### src/rtl/readout_pkg.sv
package readout_pkg;
  typedef enum logic {MODE_WORD = 1'b0, MODE_BYTE = 1'b1} rd_mode_e;

  // phase 0 is the first strobe of a channel
  function automatic logic take_high(input logic phase, input logic hi_first);
    return (phase == 1'b0) ? hi_first : ~hi_first;
  endfunction
endpackage

### src/rtl/rd_sync.sv
module rd_sync #(
  parameter int W = 1,
  parameter logic [W-1:0] RST_VAL = '0
) (
  input  logic         clk_i,
  input  logic         rst_ni,
  input  logic [W-1:0] d_i,
  output logic [W-1:0] q_o
);
  logic [W-1:0] meta_q, sync_q;

  always_ff @(posedge clk_i or negedge rst_ni) begin
    if (!rst_ni) begin
      meta_q <= RST_VAL;
      sync_q <= RST_VAL;
    end else begin
      meta_q <= d_i;
      sync_q <= meta_q;
    end
  end

  assign q_o = sync_q;
endmodule

### src/rtl/rd_sequencer.sv
module rd_sequencer
  import readout_pkg::*;
#(
  parameter int NCH  = 8,
  parameter int CH_W = $clog2(NCH)
) (
  input  logic            clk_i,
  input  logic            rst_ni,
  input  logic            cs_s_i,
  input  logic            rd_s_i,
  input  logic            byte_mode_s_i,
  input  logic            hi_first_s_i,
  output logic [CH_W-1:0] ch_o,
  output logic            phase_o,
  output rd_mode_e        mode_o,
  output logic            hi_first_o,
  output logic            data_oe_o,
  output logic            first_o,
  output logic            first_oe_o
);
  localparam int SLOTS = 2 * NCH;
  localparam int CNT_W = $clog2(SLOTS);
  localparam logic [CNT_W-1:0] LAST_WORD = CNT_W'(NCH - 1);
  localparam logic [CNT_W-1:0] LAST_BYTE = CNT_W'(SLOTS - 1);

  logic cs_prev_q, rd_prev_q;
  logic cs_fall, cs_rise, rd_fall;
  logic [CNT_W-1:0] next_q, cur_q, last_slot;
  logic first_pass_q, first_q, data_oe_q, first_oe_q, hi_first_q;
  rd_mode_e mode_q;
  logic [CH_W-1:0] next_ch;

  always_ff @(posedge clk_i or negedge rst_ni) begin
    if (!rst_ni) begin
      cs_prev_q <= 1'b1;
      rd_prev_q <= 1'b1;
    end else begin
      cs_prev_q <= cs_s_i;
      rd_prev_q <= rd_s_i;
    end
  end

  assign cs_fall   = cs_prev_q & ~cs_s_i;
  assign cs_rise   = ~cs_prev_q & cs_s_i;
  assign rd_fall   = rd_prev_q & ~rd_s_i & ~cs_s_i & ~cs_fall;
  assign last_slot = (mode_q == MODE_BYTE) ? LAST_BYTE : LAST_WORD;
  assign next_ch   = (mode_q == MODE_BYTE) ? CH_W'(next_q >> 1) : CH_W'(next_q);

  always_ff @(posedge clk_i or negedge rst_ni) begin
    if (!rst_ni) begin
      next_q       <= '0;
      cur_q        <= '0;
      first_pass_q <= 1'b1;
      first_q      <= 1'b0;
      mode_q       <= MODE_WORD;
      hi_first_q   <= 1'b0;
    end else if (cs_fall) begin
      next_q       <= '0;
      first_pass_q <= 1'b1;
      first_q      <= 1'b0;
      mode_q       <= rd_mode_e'(byte_mode_s_i);
      hi_first_q   <= hi_first_s_i;
    end else if (rd_fall) begin
      cur_q   <= next_q;
      first_q <= first_pass_q && (next_ch == '0);
      if (next_q == last_slot) begin
        next_q       <= '0;
        first_pass_q <= 1'b0;
      end else begin
        next_q <= next_q + 1'b1;
      end
    end
  end

  always_ff @(posedge clk_i or negedge rst_ni) begin
    if (!rst_ni) begin
      data_oe_q  <= 1'b0;
      first_oe_q <= 1'b0;
    end else begin
      data_oe_q  <= ~cs_s_i & ~rd_s_i & ~cs_fall;
      first_oe_q <= ~cs_s_i;
    end
  end

  assign ch_o       = (mode_q == MODE_BYTE) ? CH_W'(cur_q >> 1) : CH_W'(cur_q);
  assign phase_o    = (mode_q == MODE_BYTE) ? cur_q[0] : 1'b0;
  assign mode_o     = mode_q;
  assign hi_first_o = hi_first_q;
  assign data_oe_o  = data_oe_q;
  assign first_o    = first_q;
  assign first_oe_o = first_oe_q;

  assert_bus_implies_flag_R1: assert property (@(posedge clk_i) disable iff (!rst_ni)
    data_oe_q |-> first_oe_q);
  assert_release_on_cs_rise_R2: assert property (@(posedge clk_i) disable iff (!rst_ni)
    cs_rise |=> (!data_oe_q && !first_oe_q));
  assert_no_flag_on_wrap_R10: assert property (@(posedge clk_i) disable iff (!rst_ni)
    (rd_fall && !first_pass_q) |=> !first_q);
  assert_flag_low_at_open_R12: assert property (@(posedge clk_i) disable iff (!rst_ni)
    cs_fall |=> !first_q);
  assert_slot_in_range_R6: assert property (@(posedge clk_i) disable iff (!rst_ni)
    next_q <= last_slot);
  assert_mode_held_R11: assert property (@(posedge clk_i) disable iff (!rst_ni)
    !cs_fall |=> $stable(mode_q) && $stable(hi_first_q));
endmodule

### src/rtl/word_mux.sv
module word_mux
  import readout_pkg::*;
#(
  parameter int NCH    = 8,
  parameter int RES_W  = 14,
  parameter int WORD_W = 16,
  parameter int CH_W   = $clog2(NCH)
) (
  input  logic [NCH*RES_W-1:0] result_i,
  input  logic [CH_W-1:0]      ch_i,
  input  logic                 phase_i,
  input  rd_mode_e             mode_i,
  input  logic                 hi_first_i,
  input  logic                 oe_i,
  output logic [WORD_W-1:0]    data_o
);
  localparam int PAD_W  = WORD_W - RES_W;
  localparam int BYTE_W = WORD_W / 2;

  logic [WORD_W-1:0] words [NCH];

  for (genvar g = 0; g < NCH; g++) begin : g_word
    assign words[g] = {result_i[g*RES_W +: RES_W], {PAD_W{1'b0}}};
  end

  logic [WORD_W-1:0] sel_word;
  logic [BYTE_W-1:0] sel_byte;

  always_comb begin
    sel_word = words[ch_i];
    sel_byte = take_high(phase_i, hi_first_i) ? sel_word[WORD_W-1 -: BYTE_W]
                                              : sel_word[BYTE_W-1:0];
    if (!oe_i)                  data_o = '0;
    else if (mode_i == MODE_BYTE) data_o = {{(WORD_W-BYTE_W){1'b0}}, sel_byte};
    else                        data_o = sel_word;
  end

  assert_pad_zero_R4: assert property (@(data_o) (oe_i && mode_i == MODE_WORD) |-> data_o[PAD_W-1:0] == '0);
endmodule

### src/rtl/par_readout.sv
module par_readout
  import readout_pkg::*;
#(
  parameter int NCH    = 8,
  parameter int RES_W  = 14,
  parameter int WORD_W = 16
) (
  input  logic                 clk_i,
  input  logic                 rst_ni,
  input  logic                 cs_ni,
  input  logic                 rd_ni,
  input  logic                 byte_mode_i,
  input  logic                 hi_first_i,
  input  logic [NCH*RES_W-1:0] result_i,
  output logic [WORD_W-1:0]    data_o,
  output logic                 data_oe_o,
  output logic                 first_o,
  output logic                 first_oe_o
);
  localparam int CH_W = $clog2(NCH);

  logic [3:0] raw, synced;
  logic [CH_W-1:0] ch;
  logic phase, hi_first;
  rd_mode_e mode;

  assign raw = {cs_ni, rd_ni, byte_mode_i, hi_first_i};

  rd_sync #(.W(4), .RST_VAL(4'b1100)) u_sync (
    .clk_i(clk_i), .rst_ni(rst_ni), .d_i(raw), .q_o(synced)
  );

  rd_sequencer #(.NCH(NCH)) u_seq (
    .clk_i(clk_i), .rst_ni(rst_ni),
    .cs_s_i(synced[3]), .rd_s_i(synced[2]),
    .byte_mode_s_i(synced[1]), .hi_first_s_i(synced[0]),
    .ch_o(ch), .phase_o(phase), .mode_o(mode), .hi_first_o(hi_first),
    .data_oe_o(data_oe_o), .first_o(first_o), .first_oe_o(first_oe_o)
  );

  word_mux #(.NCH(NCH), .RES_W(RES_W), .WORD_W(WORD_W)) u_mux (
    .result_i(result_i), .ch_i(ch), .phase_i(phase), .mode_i(mode),
    .hi_first_i(hi_first), .oe_i(data_oe_o), .data_o(data_o)
  );
endmodule

### config.mk
export PLATFORM = sky130hd
export DESIGN_NAME = par_readout
export DESIGN_NICKNAME = d
export VERILOG_FILES = /design/src/rtl/readout_pkg.sv /design/src/rtl/rd_sync.sv /design/src/rtl/rd_sequencer.sv /design/src/rtl/word_mux.sv /design/src/rtl/par_readout.sv
export SDC_FILE = /design/constraint.sdc
export NUM_CORES = 1
export LEC_CHECK = 0
export ABC_AREA = 1
export CAP_MARGIN = 20
export CORE_MARGIN = 4
export CORE_UTILIZATION = 40
export DETAILED_ROUTE_END_ITERATION = 10
export DONT_BUFFER_PORTS = 1
export PLACE_DENSITY = 0.57
export SETUP_SLACK_MARGIN = 0.4
export SLEW_MARGIN = 10
export SYNTH_ARGS = -nofsm -noshare
export SYNTH_HDL_FRONTEND = slang
export SYNTH_SLANG_ARGS = --single-unit
### constraint.sdc
create_clock -name clk_i -period 1.35 [get_ports clk_i]
set_input_delay 0.2025 -clock clk_i [delete_from_list [all_inputs] [get_ports clk_i]]
set_output_delay 0.2025 -clock clk_i [all_outputs]
set_load 0.02 [all_outputs]
==> qor_table.md, run 1 <==
| Quantity | Reported | Unit |
|---|---|---|
| Final setup margin | -0.659 | ns |
| Effective utilization at floorplan | 42.0 | % |
| Length of the first detailed-routing pass in iterations | 4 | - |
| Antenna violations before repair | 0 | - |
| Crit path required time | 1.15 | ns |
| Sequential fraction of the synthesis area | 26.0 | % |
| Number of remaining DRC errors | 0 | - |
| Most repeated library cell on the critical path | nand3_1 | - |
| Max Cap Violations | 0 | - |
| Port Buf Inserts | 0 | - |
| Power per cell area | 994 | mW/mm^2 |
| Reg-to-reg slack, setup | 0.11 | ns |
| Static power due to leakage | 0.00173 | uW |
| Post-layout net count | 561 | - |
| TritonCTS clock tree | yes | - |
| Number of global-route vias before repair | 2674 | - |
| Outcome | complete, but fails checks | - |
| Critical path start-end classification | reg2out | - |
| Slowest stage cell, crit path | dfrtp_2 | - |
| Sequence of cells on the critical path | buf_12, o21ai_4, buf_6, buf_16, nand3_1, nand3_1, nand3_1, nand2_2 | - |
| Final design area excluding fillers | 0.00349 | sq mm |
| Per-cell routed wire length | 16.0 | um |
| FP Rows | 27 | - |
| Number of top-level design ports | 137 | - |
| Yosys synthesis warning count | 0 | - |
| Failing checks | setup timing | - |
| Post-synthesis share of cell area spent on and, or, nand and nor gates | 52.0 | % |
| Routed via count | 2811 | - |
| Post-synth net total | 525 | - |
| Total setup violations reported at the end of the flow | 16 | - |
| Area fraction in compound gates after synthesis | 5.61 | % |
| Critical Path Sink | data_o[5] | - |
| Clock insertion delay at the later pin of the skew report | 0.27 | ns |
| Number of clock buffers inserted by TritonCTS | 3 | - |
| Worst rel slew slack | 32.5 | % |
| Die Ht | 84.5 | um |
| Post-synthesis instance total | 406 | - |
| VDD IR max | 829 | uV |
| Crit start category | register | - |
| Critical path arrival | 1.81 | ns |
| Start of the worst register-to-register path | u_seq.mode_o$_DFFE_PN0N_ | - |
| Number of H-tree levels | 1 | - |
| Highest clock frequency the design can meet | 498 | MHz |
| Global route overflow | 0 | - |
| Critical path fanouts, max | 10 | - |
| Fraction of synthesized cell area in xor and xnor cells | 0.374 | % |
| Worst hold-check path type | in2async | - |
| Share of synthesized area spent on multiplexers | 0 | % |
| Cell at the root of the clock tree | clkbuf_8 | - |
| Number of buffers on the longest clock path | 2 | - |
| Width of the die | 84.5 | um |
| Dominant combinational cell family by area after synthesis | simple AND/OR/NAND/NOR gates | - |
| Post-layout minimum cycle time | 2.01 | ns |
| Hold_ws | 0.0919 | ns |
| Average footprint of a synthesized cell | 5.76 | sq um |
| Area delta synth->final | 49.0 | % |
| Die ar. | 0.00714 | sq mm |
| Clock edge transition at the registers on the reported setup and hold paths | 0.09 | ns |
| Fin. max-slew vios | 0 | - |
| Cell depth of the worst flop-to-flop path | 7 | - |
| Cell area after technology mapping | 0.00234 | sq mm |
| Setup_tns | -9.75 | ns |
| Global placement routability congestion | 0.878 | - |
| Total wirelength of the detailed-routed design | 8230 | um |
| Reg-to-reg endpoint | u_seq.next_q[3]$_DFFE_PN0P_ | - |
| Worst Max-Slew Pin Slew | 1.01 | ns |
| Area of the core | 0.00557 | sq mm |
| Via count normalized by instance count | 5.48 | - |
| Adder-Cell Fraction of Synth Area | 0.535 | % |
| Capturing element type of the critical path | primary output | - |
| Placed cell area | 0.00301 | sq mm |
| Largest net degree at the start of global routing | 30 | - |
| GRT Total Usage | 21.6 | % |
| Total chip power | 3470 | uW |
| Maximum single-stage delay on the critical path | 0.46 | ns |
| Antenna-violating nets left | 0 | - |
| Setup clock skew after layout | 0.00774 | ns |
| Wire length of the first global-routing pass | 12700 | um |
| Clock Sinks | 24 | - |
| Seq cells post-synth | 24 | - |
| Cell variety after synth | 19 | - |
| Count of final hold-check violations | 0 | - |
| Ratio of cells with drive above 1 in the final layout | 34.0 | % |
| Setup slack at placement | -0.352 | ns |
| Post-DP HPWL | 6270 | um |
| Unrepaired setup endpoints after global routing | true | - |
| Post-route fraction of the period consumed by the critical path | 149 | % |
| DRC violation total after the first TritonRoute iteration | 105 | - |
| Startpoint of the most critical setup path | u_seq.mode_o$_DFFE_PN0N_ | - |
| Antenna diode instance count | 0 | - |
==> placed cells by master (no fill, tap or decap), types with 3 or more instances in the layout <==
cell | netlist | final
nor2_1 | 11 | 5
inv_4 | 0 | 3
nor3_1 | 3 | 3
dfrtp_1 | 17 | 14
dfrtp_2 | 0 | 3
nand2_8 | 0 | 3
nand3_2 | 0 | 32
buf_12 | 0 | 11
nand2_4 | 0 | 12
o21ai_1 | 0 | 5
inv_1 | 63 | 58
dlygate4sd3_1 | 0 | 4
dfstp_2 | 7 | 7
clkbuf_8 | 0 | 3
nand3_1 | 137 | 105
nand2_1 | 118 | 91
nand2_2 | 4 | 16
a21oi_4 | 0 | 6
o21ai_2 | 1 | 4
o21ai_4 | 2 | 3
buf_4 | 7 | 27
buf_6 | 0 | 6
nor2_4 | 0 | 6
==> Yosys cell counts (all sizes together) <==
cell | count | share of area [%]
xor2 | 1 | 0.37
nand4 | 1 | 0.27
nand3 | 137 | 29
buf | 20 | 5.0
dfrtp | 17 | 18
clkbuf | 1 | 0.16
nand2 | 122 | 20
a21oi | 9 | 1.9
inv | 64 | 10
nor3 | 3 | 0.64
o21ai | 12 | 3.7
nor2 | 11 | 1.8
dfstp | 7 | 7.9
ha | 1 | 0.53
==> critical path, delay by kind of cell, from the launching register on <==
| kind | cells | cell delay (ns) |
|---|---|---|
| AO/OA/AOI/OAI | 1 | 0.25 |
| buffers and inverters | 3 | 0.43 |
| flip-flops | 1 | 0.46 |
| AND/OR/NAND/NOR | 4 | 0.38 |
==> cell type report <==
type,instances,area (sq um)
Clock buffer,3,41.3
Multi-Input combinational cell,297,1840
Timing Repair Buffer,52,621
Sequential cell,24,613
Clock inverter,1,30.0
Inverter,64,255
Tap cell,72,90.1
Fill cell,521,2090
==> cells by family after synthesis <==
| logic type | Yosys count |
|---|---|
| AO/OA/AOI/OAI | 21 |
| AND/OR/NAND/NOR | 274 |
| XOR/XNOR | 1 |
| flip-flops | 24 |
| adder cells (fa/ha/maj) | 1 |
| buffers and inverters | 85 |
==> layer usage <==
layer,GRT usage [%],routed length (um)
met4,6.33,201
met1,25.1,3180
met2,39.9,4270
met3,4.02,574
met5,0,0
==> power breakdown <==
group          switching [uW]  internal (uW)
combinational            1120            876
clock                     228            396
sequential               69.5            781
==> worst min-delay path by stage <==
stage,endpoint,slack [ns],cells past startpoint,from
floorplan,u_seq.cur_q[0]$_DFFE_PN0P_,-0.09,0,rst_ni
global placement,u_seq.next_q[3]$_DFFE_PN0P_,-0.09,0,rst_ni
detailed placement,u_seq.next_q[3]$_DFFE_PN0P_,-0.09,0,rst_ni
CTS,u_sync.q_o[1]$_DFF_PN0_,0.36,0,u_sync.meta_q[1]$_DFF_PN0_
global route,u_seq.next_q[3]$_DFFE_PN0P_,0.15,1,rst_ni
finish,u_seq.next_q[3]$_DFFE_PN0P_,0.09,1,rst_ni
==> timing repair <==
action	in CTS	in global routing
hold buffers	5	0
gates resized for setup	23	29
gates cloned	1	2
pin swaps	8	21
setup buffers	7	4
endpoints found under the hold margin	28	0
endpoints found under the setup margin	29	54
==> through the flow <==
step / cells / utilization, %
after floorplan: 406 / -
after global placement: 490 / 54.0
after detailed placement: 490 / 54.0
after CTS: 507 / 59.2
after global routing: 513 / 62.6
final: 513 / 62.6
==> state kept, by name (all words and copies together), names as in the netlist <==
signal,flops
u_seq.cur_q,4
u_seq.next_q,4
u_sync.meta_q,4
u_sync.q_o,4
u_seq.cs_prev_q,1
u_seq.data_oe_o,1
u_seq.first_o,1
u_seq.first_oe_o,1
u_seq.first_pass_q,1
u_seq.hi_first_o,1
u_seq.mode_o,1
u_seq.rd_prev_q,1
Note: power is estimated with default switching activity, not from simulation.
==> run 2, diff against run 1 <==
- CTS_CLUSTER_SIZE: not set -> 12
- GPL_TIMING_DRIVEN: not set -> 0
==> qor_table.md, run 2 (synthesis results as in run 1) <==
| Quantity | Reported | Unit | vs previous |
|---|---|---|---|
| Outcome | complete, but fails checks | - |  |
| Failing checks | setup timing | - |  |
| Unrepaired setup endpoints after global routing | true | - |  |
| Highest clock frequency the design can meet | 500 | MHz | +0.42% |
| Final setup margin | -0.651 | ns | +0.00838 ns |
| Antenna diode instance count | 0 | - | unchanged |
| Antenna violations before repair | 0 | - | unchanged |
| Setup clock skew after layout | 0.00713 | ns | -0.000611 ns |
| Static power due to leakage | 0.00159 | uW | -7.7% |
| Worst rel slew slack | 66.8 | % | +34 points |
| Worst hold-check path type | in2async | - |  |
| Total wirelength of the detailed-routed design | 8490 | um | +3.1% |
| Fin. max-slew vios | 0 | - | unchanged |
| DRC violation total after the first TritonRoute iteration | 132 | - | +26% |
| Ratio of cells with drive above 1 in the final layout | 33.2 | % | -0.83 points |
| Clock insertion delay at the later pin of the skew report | 0.27 | ns | about the same |
| Post-layout net count | 551 | - | -1.8% |
| Wire length of the first global-routing pass | 13000 | um | +2.0% |
| Post-layout minimum cycle time | 2.00 | ns | -0.00838 ns |
| Die ar. | 0.00714 | sq mm | unchanged |
| Area of the core | 0.00557 | sq mm | unchanged |
| Length of the first detailed-routing pass in iterations | 4 | - | unchanged |
| Width of the die | 84.5 | um | unchanged |
| Critical path start-end classification | reg2out | - |  |
| Largest net degree at the start of global routing | 25 | - | -17% |
| Critical path arrival | 1.80 | ns | about the same |
| Routed via count | 2795 | - | -0.57% |
| Global route overflow | 0 | - | unchanged |
| Count of final hold-check violations | 0 | - | unchanged |
| Global placement routability congestion | 0.856 | - | -2.6% |
| Final standard cell count with taps included and fillers excluded | 503 | - | -1.9% |
| Number of buffers on the longest clock path | 2 | - | unchanged |
| Critical path fanouts, max | 10 | - | unchanged |
| Die Ht | 84.5 | um | unchanged |
| Post-DP HPWL | 6410 | um | +2.3% |
| Cell depth of the worst flop-to-flop path | 6 | - | -1 |
| Power per cell area | 991 | mW/mm^2 | -0.37% |
| Total setup violations reported at the end of the flow | 16 | - | unchanged |
| Worst Max-Slew Pin Slew | 0.497 | ns | -0.514 ns |
| Via count normalized by instance count | 5.56 | - | +1.4% |
| Crit start category | register | - |  |
| Hold_ws | 0.301 | ns | +0.210 ns |
| Clock edge transition at the registers on the reported setup and hold paths | 0.09 | ns | about the same |
| Most frequent standard cell in the layout excluding fill and tap cells | nand3_1 | - |  |
| Per-cell routed wire length | 16.9 | um | +5.2% |
| Antenna-violating nets left | 0 | - | unchanged |
| Number of remaining DRC errors | 0 | - | unchanged |
| Top library cells by usage in the layout, fill and taps aside | nand3_1, nand2_1, inv_1 | - |  |
| VDD IR max | 747 | uV | -9.9% |
| Capturing element type of the critical path | primary output | - |  |
| Port Buf Inserts | 0 | - | unchanged |
| Max Cap Violations | 0 | - | unchanged |
| Area delta synth->final | 40.0 | % |  |
| Setup_tns | -9.35 | ns | +0.403 ns |
| # placed instances | 478 | - | -2.4% |
| Effective utilization at floorplan | 42.0 | % | unchanged |
| Clock Sinks | 24 | - | unchanged |
| FP Rows | 27 | - | unchanged |
| Number of top-level design ports | 137 | - | unchanged |
| Number of clock buffers inserted by TritonCTS | 3 | - | unchanged |
| Number of global-route vias before repair | 2765 | - | +3.4% |
| Cell at the root of the clock tree | clkbuf_8 | - |  |
| Post-route fraction of the period consumed by the critical path | 148 | % | -0.62 points |
| GRT Total Usage | 22.2 | % | +0.62 points |
| TritonCTS clock tree | yes | - |  |
| Crit path required time | 1.15 | ns | about the same |
| Number of H-tree levels | 1 | - | unchanged |
## run 2: changes by cell type in the layout (fill, tap and decap cells not counted), sizes merged
cell          change
buf              -11
dlymetal6s2s      -1
dlygate4sd3       +1
clkinv            +1
inv               -1
clkbuf            +1
## run 2: path summary, 6_finish.rpt
kind                                             from                     endpoint  slack (ns)
max in group asynchronous                      rst_ni    u_seq.cs_prev_q$_DFF_PN1_        0.51
setup reg to reg              u_sync.q_o[3]$_DFF_PN1_  u_seq.next_q[2]$_DFFE_PN0P_        0.08
hold reg to reg            u_sync.meta_q[0]$_DFF_PN0_      u_sync.q_o[0]$_DFF_PN0_        0.35
min in group clk_i         u_sync.meta_q[0]$_DFF_PN0_      u_sync.q_o[0]$_DFF_PN0_        0.35
hold / removal                                 rst_ni   u_seq.cur_q[0]$_DFFE_PN0P_        0.30
setup / recovery             u_seq.mode_o$_DFFE_PN0N_                    data_o[2]       -0.65
## run 2: layout make-up
cell class                 count  area [sq um]
buffer                        21           216
clock buffer                   3          41.3
clock inverter                 1          30.0
fill                         532          2300
inverter                      64           258
multi-input combinational    297          1830
sequential                    24           614
tap                           72          90.1
timing repair buffer          21           200
## run 2: what timing repair did
item                                    in CTS  in global routing
hold endpoints to repair                    28                  0
endpoints found under the setup margin      29                 30
gates resized for setup                     28                 37
buffers inserted                            11                  4
pin swaps                                   10                 22
hold buffers                                 5                  0
## run 2: metal layers
layer  GRT usage (%)  part of all wire [%]  vias up
met5               0                     0        -
met4            8.20                   2.3        0
met3            4.42                   6.6       19
met2            40.0                    53      101
met1            25.8                    38     1316
li1                -                     -     1359
## run 2: through the flow
stage          setup slack [ns]  utilization (%)  power [uW]  cell area, sq um
2_1_floorplan            -0.166                -        2100              2710
3_3_place_gp             -0.447             50.2        2380              2800
3_5_place_dp             -0.442             50.2        2390              2800
4_1_cts                  -0.656             55.7        3150              3110
5_1_grt                  -0.734             58.8        3480              3280
6_report                 -0.651             58.8        3240              3280
## run 2: critical path, cell delays in order, from the launching register on
cell     delay (ns)
dfrtp_2        0.45
buf_12         0.17
o21ai_4        0.26
buf_8          0.19
nand3_1        0.09
nand3_1        0.10
nand3_1        0.12
nand2_4        0.14
## run 2: where the power goes
| group | switching (uW) | total [uW] | internal, uW | leakage, uW |
|---|---|---|---|---|
| sequential | 69.9 | 851 | 781 | 0.000286 |
| clock | 235 | 631 | 396 | 0.0000357 |
| combinational | 1070 | 1760 | 692 | 0.00127 |
==> run 3, diff against run 2 <==
- SYNTH_HIERARCHICAL: not set -> 1
==> qor_table.md, run 3 <==
| Quantity | Reported | Unit | vs previous |
|---|---|---|---|
| Clock edge transition at the registers on the reported setup and hold paths | 0.08 | ns | about the same |
| Critical path start-end classification | reg2out | - |  |
| VDD IR max | 969 | uV | +30% |
| Global route overflow | 0 | - | unchanged |
| Start of the worst register-to-register path | u_sync/q_o[3]$_DFF_PN1_ | - |  |
| Worst Max-Slew Pin Slew | 0.409 | ns | -0.0879 ns |
| FP Rows | 27 | - | unchanged |
| Global placement routability congestion | 0.854 | - | -0.23% |
| Post-route fraction of the period consumed by the critical path | 156 | % | +7.4 points |
| Post-synth net total | 533 | - | +1.5% |
| Average footprint of a synthesized cell | 5.64 | sq um | -2.1% |
| Share of Yosys cell area claimed by the top area cell type | 26.0 | % | -3.3 points |
| Cell area after technology mapping | 0.00233 | sq mm | -0.21% |
| Startpoint of the most critical setup path | u_seq/mode_o$_DFFE_PN0P_ | - |  |
| Area delta synth->final | 58.4 | % |  |
| Most frequent standard cell in the layout excluding fill and tap cells | nand2_1 | - |  |
| Width of the die | 84.4 | um | about the same |
| Total wirelength of the detailed-routed design | 8060 | um | -5.0% |
| Total setup violations reported at the end of the flow | 16 | - | unchanged |
| Share of flip-flops with an asynchronous set or reset after synthesis | 100 | % | unchanged |
| Crit path required time | 1.15 | ns | about the same |
| Effective utilization at floorplan | 41.9 | % | -0.090 points |
| Number of top-level design ports | 137 | - | unchanged |
| Largest net degree at the start of global routing | 25 | - | unchanged |
| Via count normalized by instance count | 5.25 | - | -5.4% |
| Post-layout minimum cycle time | 2.10 | ns | +0.0998 ns |
| Sequential fraction of the synthesis area | 26.1 | % | +0.056 points |
| Post-DP HPWL | 5800 | um | -9.5% |
| Area of the core | 0.00557 | sq mm | unchanged |
| Clock Sinks | 24 | - | unchanged |
| Highest clock frequency the design can meet | 476 | MHz | -4.8% |
| Crit start category | register | - |  |
| Port Buf Inserts | 0 | - | unchanged |
| Reg-to-reg endpoint | u_seq/cur_q[1]$_DFFE_PN0P_ | - |  |
| Critical path fanouts, max | 8 | - | -2 |
| Cell accounting for the most synthesized area | nand2_1 | - |  |
| Filler cells | 506 | - | -4.9% |
| Worst hold-check path type | in2async | - |  |
| Post-layout net count | 571 | - | +3.6% |
| Post-synth EDFFs | 0 | - | unchanged |
| Outcome | complete, but fails checks | - |  |
| Final design area excluding fillers | 0.00370 | sq mm | +13% |
| Largest cells by area after synthesis | nand2_1, dfrtp_1, nand3_1, inv_1, dfstp_2 | - |  |
| Failing checks | setup timing | - |  |
| Most instantiated library cell after synthesis | nand2_1 | - |  |
| Antenna diode instance count | 0 | - | unchanged |
| Critical path arrival | 1.90 | ns | +0.10 ns |
| Setup slack at placement | -0.688 | ns | -0.246 ns |
| Unrepaired setup endpoints after global routing | true | - |  |
| Worst rel slew slack | 72.7 | % | +5.9 points |
| Seq cells post-synth | 24 | - | unchanged |
| Wire length of the first global-routing pass | 11800 | um | -8.7% |
| Critical Path Sink | data_o[2] | - |  |
| Synth cell count leaders | nand2_1, nand3_1, inv_1 | - |  |
| Count of final hold-check violations | 0 | - | unchanged |
| GRT Total Usage | 20.1 | % | -2.1 points |
| Setup_tns | -11.44 | ns | -2.09 ns |
| Antenna-violating nets left | 0 | - | unchanged |
| DRC violation total after the first TritonRoute iteration | 95 | - | -28% |
| Reg-to-reg slack, setup | 0.14 | ns | +0.06 ns |
| Yosys synthesis warning count | 6 | - | +6 |
| TritonCTS clock tree | yes | - |  |
| Power per cell area | 1060 | mW/mm^2 | +7.1% |
| Post-synth top flop | dfrtp_1 | - |  |
| Routed via count | 2748 | - | -1.7% |
| Number of H-tree levels | 1 | - | unchanged |
| Ratio of cells with drive above 1 in the final layout | 47.5 | % | +14 points |
| Fin. max-slew vios | 0 | - | unchanged |
| Die Ht | 84.4 | um | about the same |
| Setup clock skew after layout | 0.00671 | ns | -0.000415 ns |
| Die ar. | 0.00712 | sq mm | -0.19% |
| Top library cells by usage in the layout, fill and taps aside | nand2_1, inv_1, nand3_2, nand2_2, nand3_1 | - |  |
| Max Cap Violations | 0 | - | unchanged |
| Length of the first detailed-routing pass in iterations | 4 | - | unchanged |
| Placed cell area | 0.00261 | sq mm | -6.8% |
| Antenna violations before repair | 0 | - | unchanged |
| Static power due to leakage | 0.00183 | uW | +15% |
| Number of remaining DRC errors | 0 | - | unchanged |
| Per-cell routed wire length | 15.4 | um | -8.7% |
| Final setup margin | -0.751 | ns | -0.0998 ns |
| Cell at the root of the clock tree | clkbuf_8 | - |  |
| Number of buffers on the longest clock path | 2 | - | unchanged |
| Cell depth of the worst flop-to-flop path | 7 | - | +1 |
| Capturing element type of the critical path | primary output | - |  |
| Clock insertion delay at the later pin of the skew report | 0.27 | ns | about the same |
| Number of clock buffers inserted by TritonCTS | 3 | - | unchanged |
| Number of global-route vias before repair | 2626 | - | -5.0% |
| Post-synthesis instance total | 414 | - | +2.0% |
| Cell variety after synth | 26 | - | +7 |
==> run 3: per-layer routing <==
| metal | global-route usage [%] | vias up | part of all wire, % |
|---|---|---|---|
| met5 | 0 | - | 0 |
| met4 | 4.03 | 0 | 0.81 |
| met3 | 3.04 | 7 | 5.9 |
| met2 | 38.0 | 100 | 54 |
| met1 | 23.9 | 1291 | 39 |
| li1 | - | 1350 | - |
==> run 3: kinds of logic (layout without fill, tap and decap cells) <==
family,count (synthesis),count (layout),share of synthesized area [%]
simple gates,274,274,49.6
buf+inv,84,121,15.9
compound gates,30,30,7.45
flops,24,24,26.1
fa+ha+maj,1,1,0.536
xor+xnor,1,1,0.375
==> run 3: timing repair <==
item                                    in CTS  in global routing
pin swaps                                   24                 34
cloned                                       2                  6
buffers inserted                            14                  5
hold buffers                                 5                  0
endpoints found under the setup margin      29                 30
resized for setup                           44                125
endpoints found under the hold margin       28                  0
==> run 3: through the flow <==
| step | power [uW] | hold slack, ns | cells | util (%) |
|---|---|---|---|---|
| 5_1_grt | 4180 | 0.286 | 523 | 66.3 |
| 2_1_floorplan | 2060 | -0.0931 | 414 | - |
| 3_5_place_dp | 2360 | -0.0923 | 486 | 46.8 |
| 3_3_place_gp | 2340 | -0.0925 | 486 | 46.8 |
| 6_report | 3920 | 0.281 | 523 | 66.3 |
| 4_1_cts | 3280 | 0.355 | 511 | 54.2 |
==> run 3: where the power goes <==
part / total, uW / internal [uW] / switching (uW)
logic: 2460 / 1100 / 1360
registers: 841 / 782 / 58.8
clock network: 621 / 396 / 225
total: 3920 / 2280 / 1640
==> run 3: worst min-delay path by stage <==
stage / from / end / slack [ns] / depth (start not counted)
4_1_cts: u_sync/meta_q[1]$_DFF_PN0_ / u_sync/q_o[1]$_DFF_PN0_ / 0.36 / 0
6_report: rst_ni / u_sync/meta_q[0]$_DFF_PN0_ / 0.28 / 1
3_5_place_dp: rst_ni / u_sync/q_o[0]$_DFF_PN0_ / -0.09 / 0
3_3_place_gp: rst_ni / u_seq/first_oe_o$_DFF_PN0_ / -0.09 / 0
2_1_floorplan: rst_ni / u_seq/cur_q[0]$_DFFE_PN0P_ / -0.09 / 0
5_1_grt: rst_ni / u_sync/meta_q[0]$_DFF_PN0_ / 0.29 / 1
==> run 3: cell type report <==
cell class,instances,area (sq um),share of cell area [%]
Timing Repair Buffer,33,444,12.0
Multi-Input combinational cell,306,1960,53.0
Inverter,62,250,6.77
Sequential cell,24,614,16.6
Tap cell,72,90.1,2.44
Buffer,22,269,7.28
Clock inverter,1,30.0,0.812
Clock buffer,3,41.3,1.12
==> run 3: worst max-delay path, cell delays in order (launching register included) <==
cell,delay [ns]
dfrtp_2,0.49
o21ai_4,0.19
inv_2,0.09
buf_12,0.16
buf_8,0.13
nand2_1,0.05
nand3_1,0.06
nand2_1,0.09
nand2_2,0.08
nand2_1,0.08
nor2_2,0.05
nor2_4,0.17
